===== src/rtl/xbus_typer_pkg.sv =====
package xbus_typer_pkg;

  typedef enum logic [2:0] {
    ST_IDLE   = 3'd0,
    ST_DECODE = 3'd1,
    ST_LEGACY = 3'd2,
    ST_NATIVE = 3'd3,
    ST_DONE   = 3'd4
  } cyc_state_t;

  localparam int NUM_RGN  = 4;
  localparam int RGN_LMEM = 0;
  localparam int RGN_LEXP = 1;
  localparam int RGN_LIO  = 2;
  localparam int RGN_NAT  = 3;

endpackage


===== src/rtl/xbus_region_dec.sv =====
module xbus_region_dec #(
  parameter logic [31:0] LMEM_BASE = 32'h0020_0000,
  parameter logic [31:0] LMEM_LAST = 32'h009F_FFFF,
  parameter logic [31:0] LEXP_BASE = 32'h00A0_0000,
  parameter logic [31:0] LEXP_LAST = 32'h00B7_FFFF,
  parameter logic [31:0] LIO_BASE  = 32'h00E8_0000,
  parameter logic [31:0] LIO_LAST  = 32'h00EF_FFFF,
  parameter logic [31:0] NAT_BASE  = 32'h1000_0000,
  parameter logic [31:0] NAT_LAST  = 32'h7FFF_FFFF
) (
  input  logic [31:0]                        addr,
  output logic [xbus_typer_pkg::NUM_RGN-1:0] hit
);
  import xbus_typer_pkg::*;

  localparam logic [NUM_RGN-1:0][31:0] BASES = {NAT_BASE, LIO_BASE, LEXP_BASE, LMEM_BASE};
  localparam logic [NUM_RGN-1:0][31:0] LASTS = {NAT_LAST, LIO_LAST, LEXP_LAST, LMEM_LAST};

  for (genvar i = 0; i < NUM_RGN; i++) begin : g_rgn
    assign hit[i] = (addr >= BASES[i]) && (addr <= LASTS[i]);
  end

endmodule


===== src/rtl/xbus_tmo_ctr.sv =====
module xbus_tmo_ctr #(
  parameter int LIMIT = 255
) (
  input  logic clk,
  input  logic rst,
  input  logic run,
  output logic expire
);
  localparam int CW = $clog2(LIMIT + 1);
  localparam logic [CW-1:0] LAST = CW'(LIMIT - 1);

  logic [CW-1:0] cnt;

  always_ff @(posedge clk) begin
    if (rst || !run) cnt <= '0;
    else if (cnt != LAST) cnt <= cnt + 1'b1;
  end

  assign expire = run && (cnt == LAST);

endmodule


===== src/rtl/xbus_cycle_fsm.sv =====
module xbus_cycle_fsm (
  input  logic                               clk,
  input  logic                               rst,
  input  logic                               req,
  input  logic [xbus_typer_pkg::NUM_RGN-1:0] hit,
  input  logic                               leg_ack,
  input  logic                               nat_ack,
  input  logic                               expire,
  output logic                               accept,
  output logic                               decode,
  output logic                               cnt_run,
  output logic                               busy,
  output logic                               done,
  output logic                               leg_en,
  output logic                               nat_en,
  output logic                               tmo_err
);
  import xbus_typer_pkg::*;

  cyc_state_t state, nxt;
  logic       tmo_nxt;
  logic       leg_hit;

  assign leg_hit = hit[RGN_LMEM] | hit[RGN_LEXP] | hit[RGN_LIO];
  assign accept  = (state == ST_IDLE) && req;
  assign decode  = (state == ST_DECODE);
  assign cnt_run = (state == ST_LEGACY) || (state == ST_NATIVE);

  always_comb begin
    nxt     = state;
    tmo_nxt = 1'b0;
    case (state)
      ST_IDLE:   if (req) nxt = ST_DECODE;
      ST_DECODE: begin
        if (hit[RGN_NAT]) nxt = ST_NATIVE;
        else if (leg_hit) nxt = ST_LEGACY;
        else              nxt = ST_DONE;
      end
      ST_LEGACY: begin
        if (leg_ack) nxt = ST_DONE;
        else if (expire) begin
          nxt     = ST_DONE;
          tmo_nxt = 1'b1;
        end
      end
      ST_NATIVE: begin
        if (nat_ack) nxt = ST_DONE;
        else if (expire) begin
          nxt     = ST_DONE;
          tmo_nxt = 1'b1;
        end
      end
      ST_DONE:   nxt = ST_IDLE;
      default:   nxt = ST_IDLE;
    endcase
  end

  always_ff @(posedge clk) begin
    if (rst) begin
      state   <= ST_IDLE;
      busy    <= 1'b0;
      done    <= 1'b0;
      leg_en  <= 1'b0;
      nat_en  <= 1'b0;
      tmo_err <= 1'b0;
    end else begin
      state   <= nxt;
      busy    <= (nxt != ST_IDLE);
      done    <= (nxt == ST_DONE);
      leg_en  <= (nxt == ST_LEGACY);
      nat_en  <= (nxt == ST_NATIVE);
      tmo_err <= tmo_nxt;
    end
  end

endmodule


===== src/rtl/xbus_cycle_typer.sv =====
module xbus_cycle_typer #(
  parameter int          TMO_CYCLES = 255,
  parameter logic [31:0] NAT_BASE   = 32'h1000_0000,
  parameter logic [31:0] NAT_LAST   = 32'h7FFF_FFFF
) (
  input  logic        clk,
  input  logic        rst,
  input  logic        req,
  input  logic [31:0] addr,
  input  logic        leg_ack,
  input  logic        nat_ack,
  output logic        busy,
  output logic        done,
  output logic        is_native,
  output logic        rgn_leg_mem,
  output logic        rgn_leg_exp,
  output logic        rgn_leg_io,
  output logic        rgn_native,
  output logic        not_exp,
  output logic        leg_en,
  output logic        nat_en,
  output logic        tmo_err
);
  import xbus_typer_pkg::*;

  logic [31:0]        addr_q;
  logic [NUM_RGN-1:0] hit;
  logic [NUM_RGN-1:0] rgn_q;
  logic               accept, decode, cnt_run, expire;

  always_ff @(posedge clk) begin
    if (rst) addr_q <= '0;
    else if (accept) addr_q <= addr;
  end

  xbus_region_dec #(
    .NAT_BASE (NAT_BASE),
    .NAT_LAST (NAT_LAST)
  ) u_dec (
    .addr (addr_q),
    .hit  (hit)
  );

  xbus_tmo_ctr #(
    .LIMIT (TMO_CYCLES)
  ) u_tmo (
    .clk    (clk),
    .rst    (rst),
    .run    (cnt_run),
    .expire (expire)
  );

  xbus_cycle_fsm u_fsm (
    .clk     (clk),
    .rst     (rst),
    .req     (req),
    .hit     (hit),
    .leg_ack (leg_ack),
    .nat_ack (nat_ack),
    .expire  (expire),
    .accept  (accept),
    .decode  (decode),
    .cnt_run (cnt_run),
    .busy    (busy),
    .done    (done),
    .leg_en  (leg_en),
    .nat_en  (nat_en),
    .tmo_err (tmo_err)
  );

  always_ff @(posedge clk) begin
    if (rst || accept) begin
      rgn_q     <= '0;
      not_exp   <= 1'b0;
      is_native <= 1'b0;
    end else if (decode) begin
      rgn_q     <= hit;
      not_exp   <= (hit == '0);
      is_native <= hit[RGN_NAT];
    end
  end

  assign rgn_leg_mem = rgn_q[RGN_LMEM];
  assign rgn_leg_exp = rgn_q[RGN_LEXP];
  assign rgn_leg_io  = rgn_q[RGN_LIO];
  assign rgn_native  = rgn_q[RGN_NAT];

endmodule


===== config.mk =====
export PLATFORM = sky130hd
export DESIGN_NAME = xbus_cycle_typer
export DESIGN_NICKNAME = d
export VERILOG_FILES = /design/src/rtl/xbus_typer_pkg.sv /design/src/rtl/xbus_region_dec.sv /design/src/rtl/xbus_tmo_ctr.sv /design/src/rtl/xbus_cycle_fsm.sv /design/src/rtl/xbus_cycle_typer.sv
export SDC_FILE = /design/constraint.sdc
export NUM_CORES = 1
export LEC_CHECK = 0
export BUFFER_PORTS_ARGS = -buffer_cell sky130_fd_sc_hd__buf_4
export CORE_UTILIZATION = 30
export CTS_BUF_LIST = sky130_fd_sc_hd__clkbuf_8
export DETAILED_ROUTE_END_ITERATION = 8
export GPL_ROUTABILITY_DRIVEN = 0
export SKIP_CTS_REPAIR_TIMING = 1
export SYNTH_ARGS = -nofsm -noshare
export SYNTH_HDL_FRONTEND = slang
export SYNTH_SLANG_ARGS = --single-unit

===== constraint.sdc =====
create_clock -name clk -period 2.04 [get_ports clk]
set_clock_uncertainty 0.15 [all_clocks]
set_input_delay 0.408 -clock clk [delete_from_list [all_inputs] [get_ports clk]]
set_output_delay 0.408 -clock clk [all_outputs]
set_load 0.02 [all_outputs]

==> results by group <==
Outcome
  – Run status: complete, no violations

Worst setup path
  – Kind of end point of the critical path: register
  – Category of the critical setup timing path: reg2reg
  – Worst Path Required: 2080 ps
  – Data arrival time of the critical path: roughly 1900 ps
  – Nature of the critical path startpoint: register
  – Maximum fanout count along the critical path: 4
  – Count of cells along the worst register-to-register path: 6
  – Critical R2R Capture: u_fsm.nat_en
  – Flop-to-flop setup slack: between 200 and 250 ps
  – Beginning of the worst register-to-register path: u_tmo.cnt[0]

Global route
  – Overall fraction of global-route tracks in use: 0.127
  – Largest net degree at the start of global routing: 24
  – Initial antenna violation count: 0
  – Overall overflow remaining after global route: 0
  – Via count of the first global-routing pass: around 1200
  – Wire length of the first global-routing pass: about 5 mm

Floorplan
  – Vertical extent of the die: slightly above 70 um
  – Effective utilization at floorplan: 0.312
  – Die X: 72.1 um
  – Count of pins on the block boundary: 48
  – Standard cell core area: 4720 sq um
  – Cell Rows: 25
  – Die Outline Area: between 5000 and 6000 sq um

Power
  – Pwr Total: 1720 uW
  – Cell area power density: about 900 nW/um^2
  – Worst-case vdd ir drop: roughly 240 uV
  – Static Leak: about 0.00074 uW

Clock network
  – Reg clk slew, reported paths: ~70 ps
  – Worst-skew pair later-pin latency: between 200 and 300 ps
  – Number of buffers created by CTS: 5
  – Maximum buffer depth of the clock tree: 2
  – Root Driver: sky130_fd_sc_hd__clkbuf_8
  – Max H-tree Level: 2
  – Number of clock sinks seen by CTS: 34
  – CTS tree: yes

Drt
  – Wire per inst: approximately 11 um
  – Number of iterations in the first detailed-routing pass: 4
  – Vias: 1200
  – DRT iter0 DRCs: slightly above 60
  – Routed wire length: a little under 3 mm
  – Number of nets with antenna violations after detailed routing: 0
  – Top routing layer used: met4
  – Count of unresolved DRC violations after routing: 0
  – Routed length on met2: ~1.4 mm
  – Avg Vias per Cell: roughly 4.6
  – Routed length on met1: about 1.4 mm
  – Length of routed met3 wiring: 109 um

Finish
  – Antenna fix cells: 0
  – Multi-input gate area: 719 sq um
  – Layout Utilization: 0.394
  – Layout-stage area growth over the synthesis result: 26.3%
  – Post-layout net count: around 230
  – FILL cells: about 490
  – Fraction of layout instances using a drive strength above 1: 0.242
  – Seq. cell area: between 600 and 700 sq um

Timing
  – Final Critical Period: between 1500 and 2000 ps
  – Count of endpoints failing setup in the final report: 0
  – RSZ-0062 raised after global routing: no
  – Worst Tran Pin Value: roughly 530 ps
  – Final Max Tran Viols: 0
  – Setup TNS after final layout: 0 ps
  – Hold Fails Final Rpt: 0
  – Normalized max-slew margin: 0.643
  – Max Freq: between 500 and 600 MHz
  – Period utilisation layout: 0.893

Yosys
  – Dominant cell by count in the synthesized netlist: sky130_fd_sc_hd__dfxtp_1
  – Post-synthesis instance area: 1480 sq um
  – Yosys top cell area share: 0.461
  – Cell count after synthesis: 170
  – FFs w/ async S/R, synth: 0
  – Warnings from Yosys: 0
  – Dominant register cell in the synthesized netlist: sky130_fd_sc_hd__dfxtp_1
  – Biggest area consumer among synthesized cells: sky130_fd_sc_hd__dfxtp_1
  – Post-synth EDFFs: 0
  – Register area share after synthesis: 0.461
  – Most common library cells after synthesis: sky130_fd_sc_hd__dfxtp_1 (34), sky130_fd_sc_hd__nand2_1 (31), sky130_fd_sc_hd__a21oi_1 (26), sky130_fd_sc_hd__buf_2 (9), sky130_fd_sc_hd__nor2_1 (9)
  – Flip-flop and latch count after synthesis: 34
  – Number of distinct library cells after synthesis: 41
  – Post-synth net total: approximately 210
  – Cells taking the most area after synthesis: sky130_fd_sc_hd__dfxtp_1 (46%), sky130_fd_sc_hd__a21oi_1 (8.8%), sky130_fd_sc_hd__nand2_1 (7.9%)
  – Synthesized area per cell: between 8 and 9 sq um

Hold path
  – Destination of the worst hold path: addr_q[19]
  – Kind of path behind the tightest hold check: in2reg
  – Hold-critical path depth: 3
  – Beginning of the worst hold path: addr[19]

Placed design
  – Final HPWL DP: 2.10 mm
  – Number of buffers inserted by port buffering: 28

Job
  – Count of maximum capacitance violations: 0
## layer usage
metal  vias up  global-route usage
met4         0              0.0719
li1        632                   -
met5         -                   0
met3         5              0.0306
met1       540               0.150
met2        23               0.210
## worst max path at each step
stage	startpoint	slack (ps)	end	cells after the start
finish	u_tmo.cnt[0]	220	u_fsm.nat_en	6
global placement	u_tmo.cnt[0]	220	u_fsm.nat_en	6
global route	u_tmo.cnt[0]	30	u_fsm.nat_en	6
floorplan	u_tmo.cnt[0]	400	u_fsm.nat_en	6
CTS	u_tmo.cnt[0]	210	u_fsm.nat_en	6
detailed placement	u_tmo.cnt[0]	230	u_fsm.nat_en	6
## registers in the layout, summed over array words and instances (netlist names)
| name | flops |
|---|---|
| u_fsm.done | 1 |
| u_fsm.leg_en | 1 |
| not_exp | 1 |
| u_tmo.cnt | 8 |
| rgn_q | 3 |
| is_native | 1 |
| u_fsm.busy | 1 |
| u_fsm.tmo_err | 1 |
| addr_q | 13 |
| u_fsm.nat_en | 1 |
| u_fsm.state | 3 |
## per-stage QoR
stage	setup WS [ps]	std cells	hold WS [ps]	instance area (sq um)
after floorplan	402	170	286	1480
after global placement	224	253	291	1720
after detailed placement	227	253	298	1720
after CTS	206	261	207	1860
after global routing	29.3	261	218	1860
final	217	261	214	1860
## cell families after synthesis
logic type      count (synthesis)  synth area share
flops                          34             0.461
fa+ha+maj                       2            0.0170
xor+xnor                        7            0.0416
mux                             2            0.0144
compound gates                 38             0.160
simple gates                   71             0.254
buf+inv                        16            0.0509
## layout by cell type, fill, tap and decap left out, drive strengths merged, types with 2 or more instances in the layout
cell type	instances
a211oi	3
a21oi	26
a311oi	2
and3	4
and4	3
buf	31
bufinv	2
clkbuf	6
dfxtp	34
ha	2
nand2	32
nand2b	4
nand3	2
nor2	9
nor2b	3
nor3	3
nor4	4
xnor2	5
xor2	2
## final cells by class
class,count,share of cell area
clock inverters,2,0.0322
repair buffers,31,0.125
multi-input cells,120,0.386
well taps,67,0.0450
clock buffers,6,0.0443
flip-flops and latches,34,0.365
inverters,1,0.00201
## critical path, stage by stage, from the launching register on
cell                       delay (ps)
sky130_fd_sc_hd__dfxtp_1          380
sky130_fd_sc_hd__inv_1             60
sky130_fd_sc_hd__ha_1             210
sky130_fd_sc_hd__and3_1           230
sky130_fd_sc_hd__a211oi_2         320
sky130_fd_sc_hd__a211oi_1         120
sky130_fd_sc_hd__nor4_2           260
## report_power, final
part | internal, uW | switching [uW] | leakage [uW]
logic | 101 | 125 | 0.000388
clock network | 521 | 244 | 0.0000714
registers | 702 | 30.9 | 0.000277
Power figures use the tool's default switching activity.
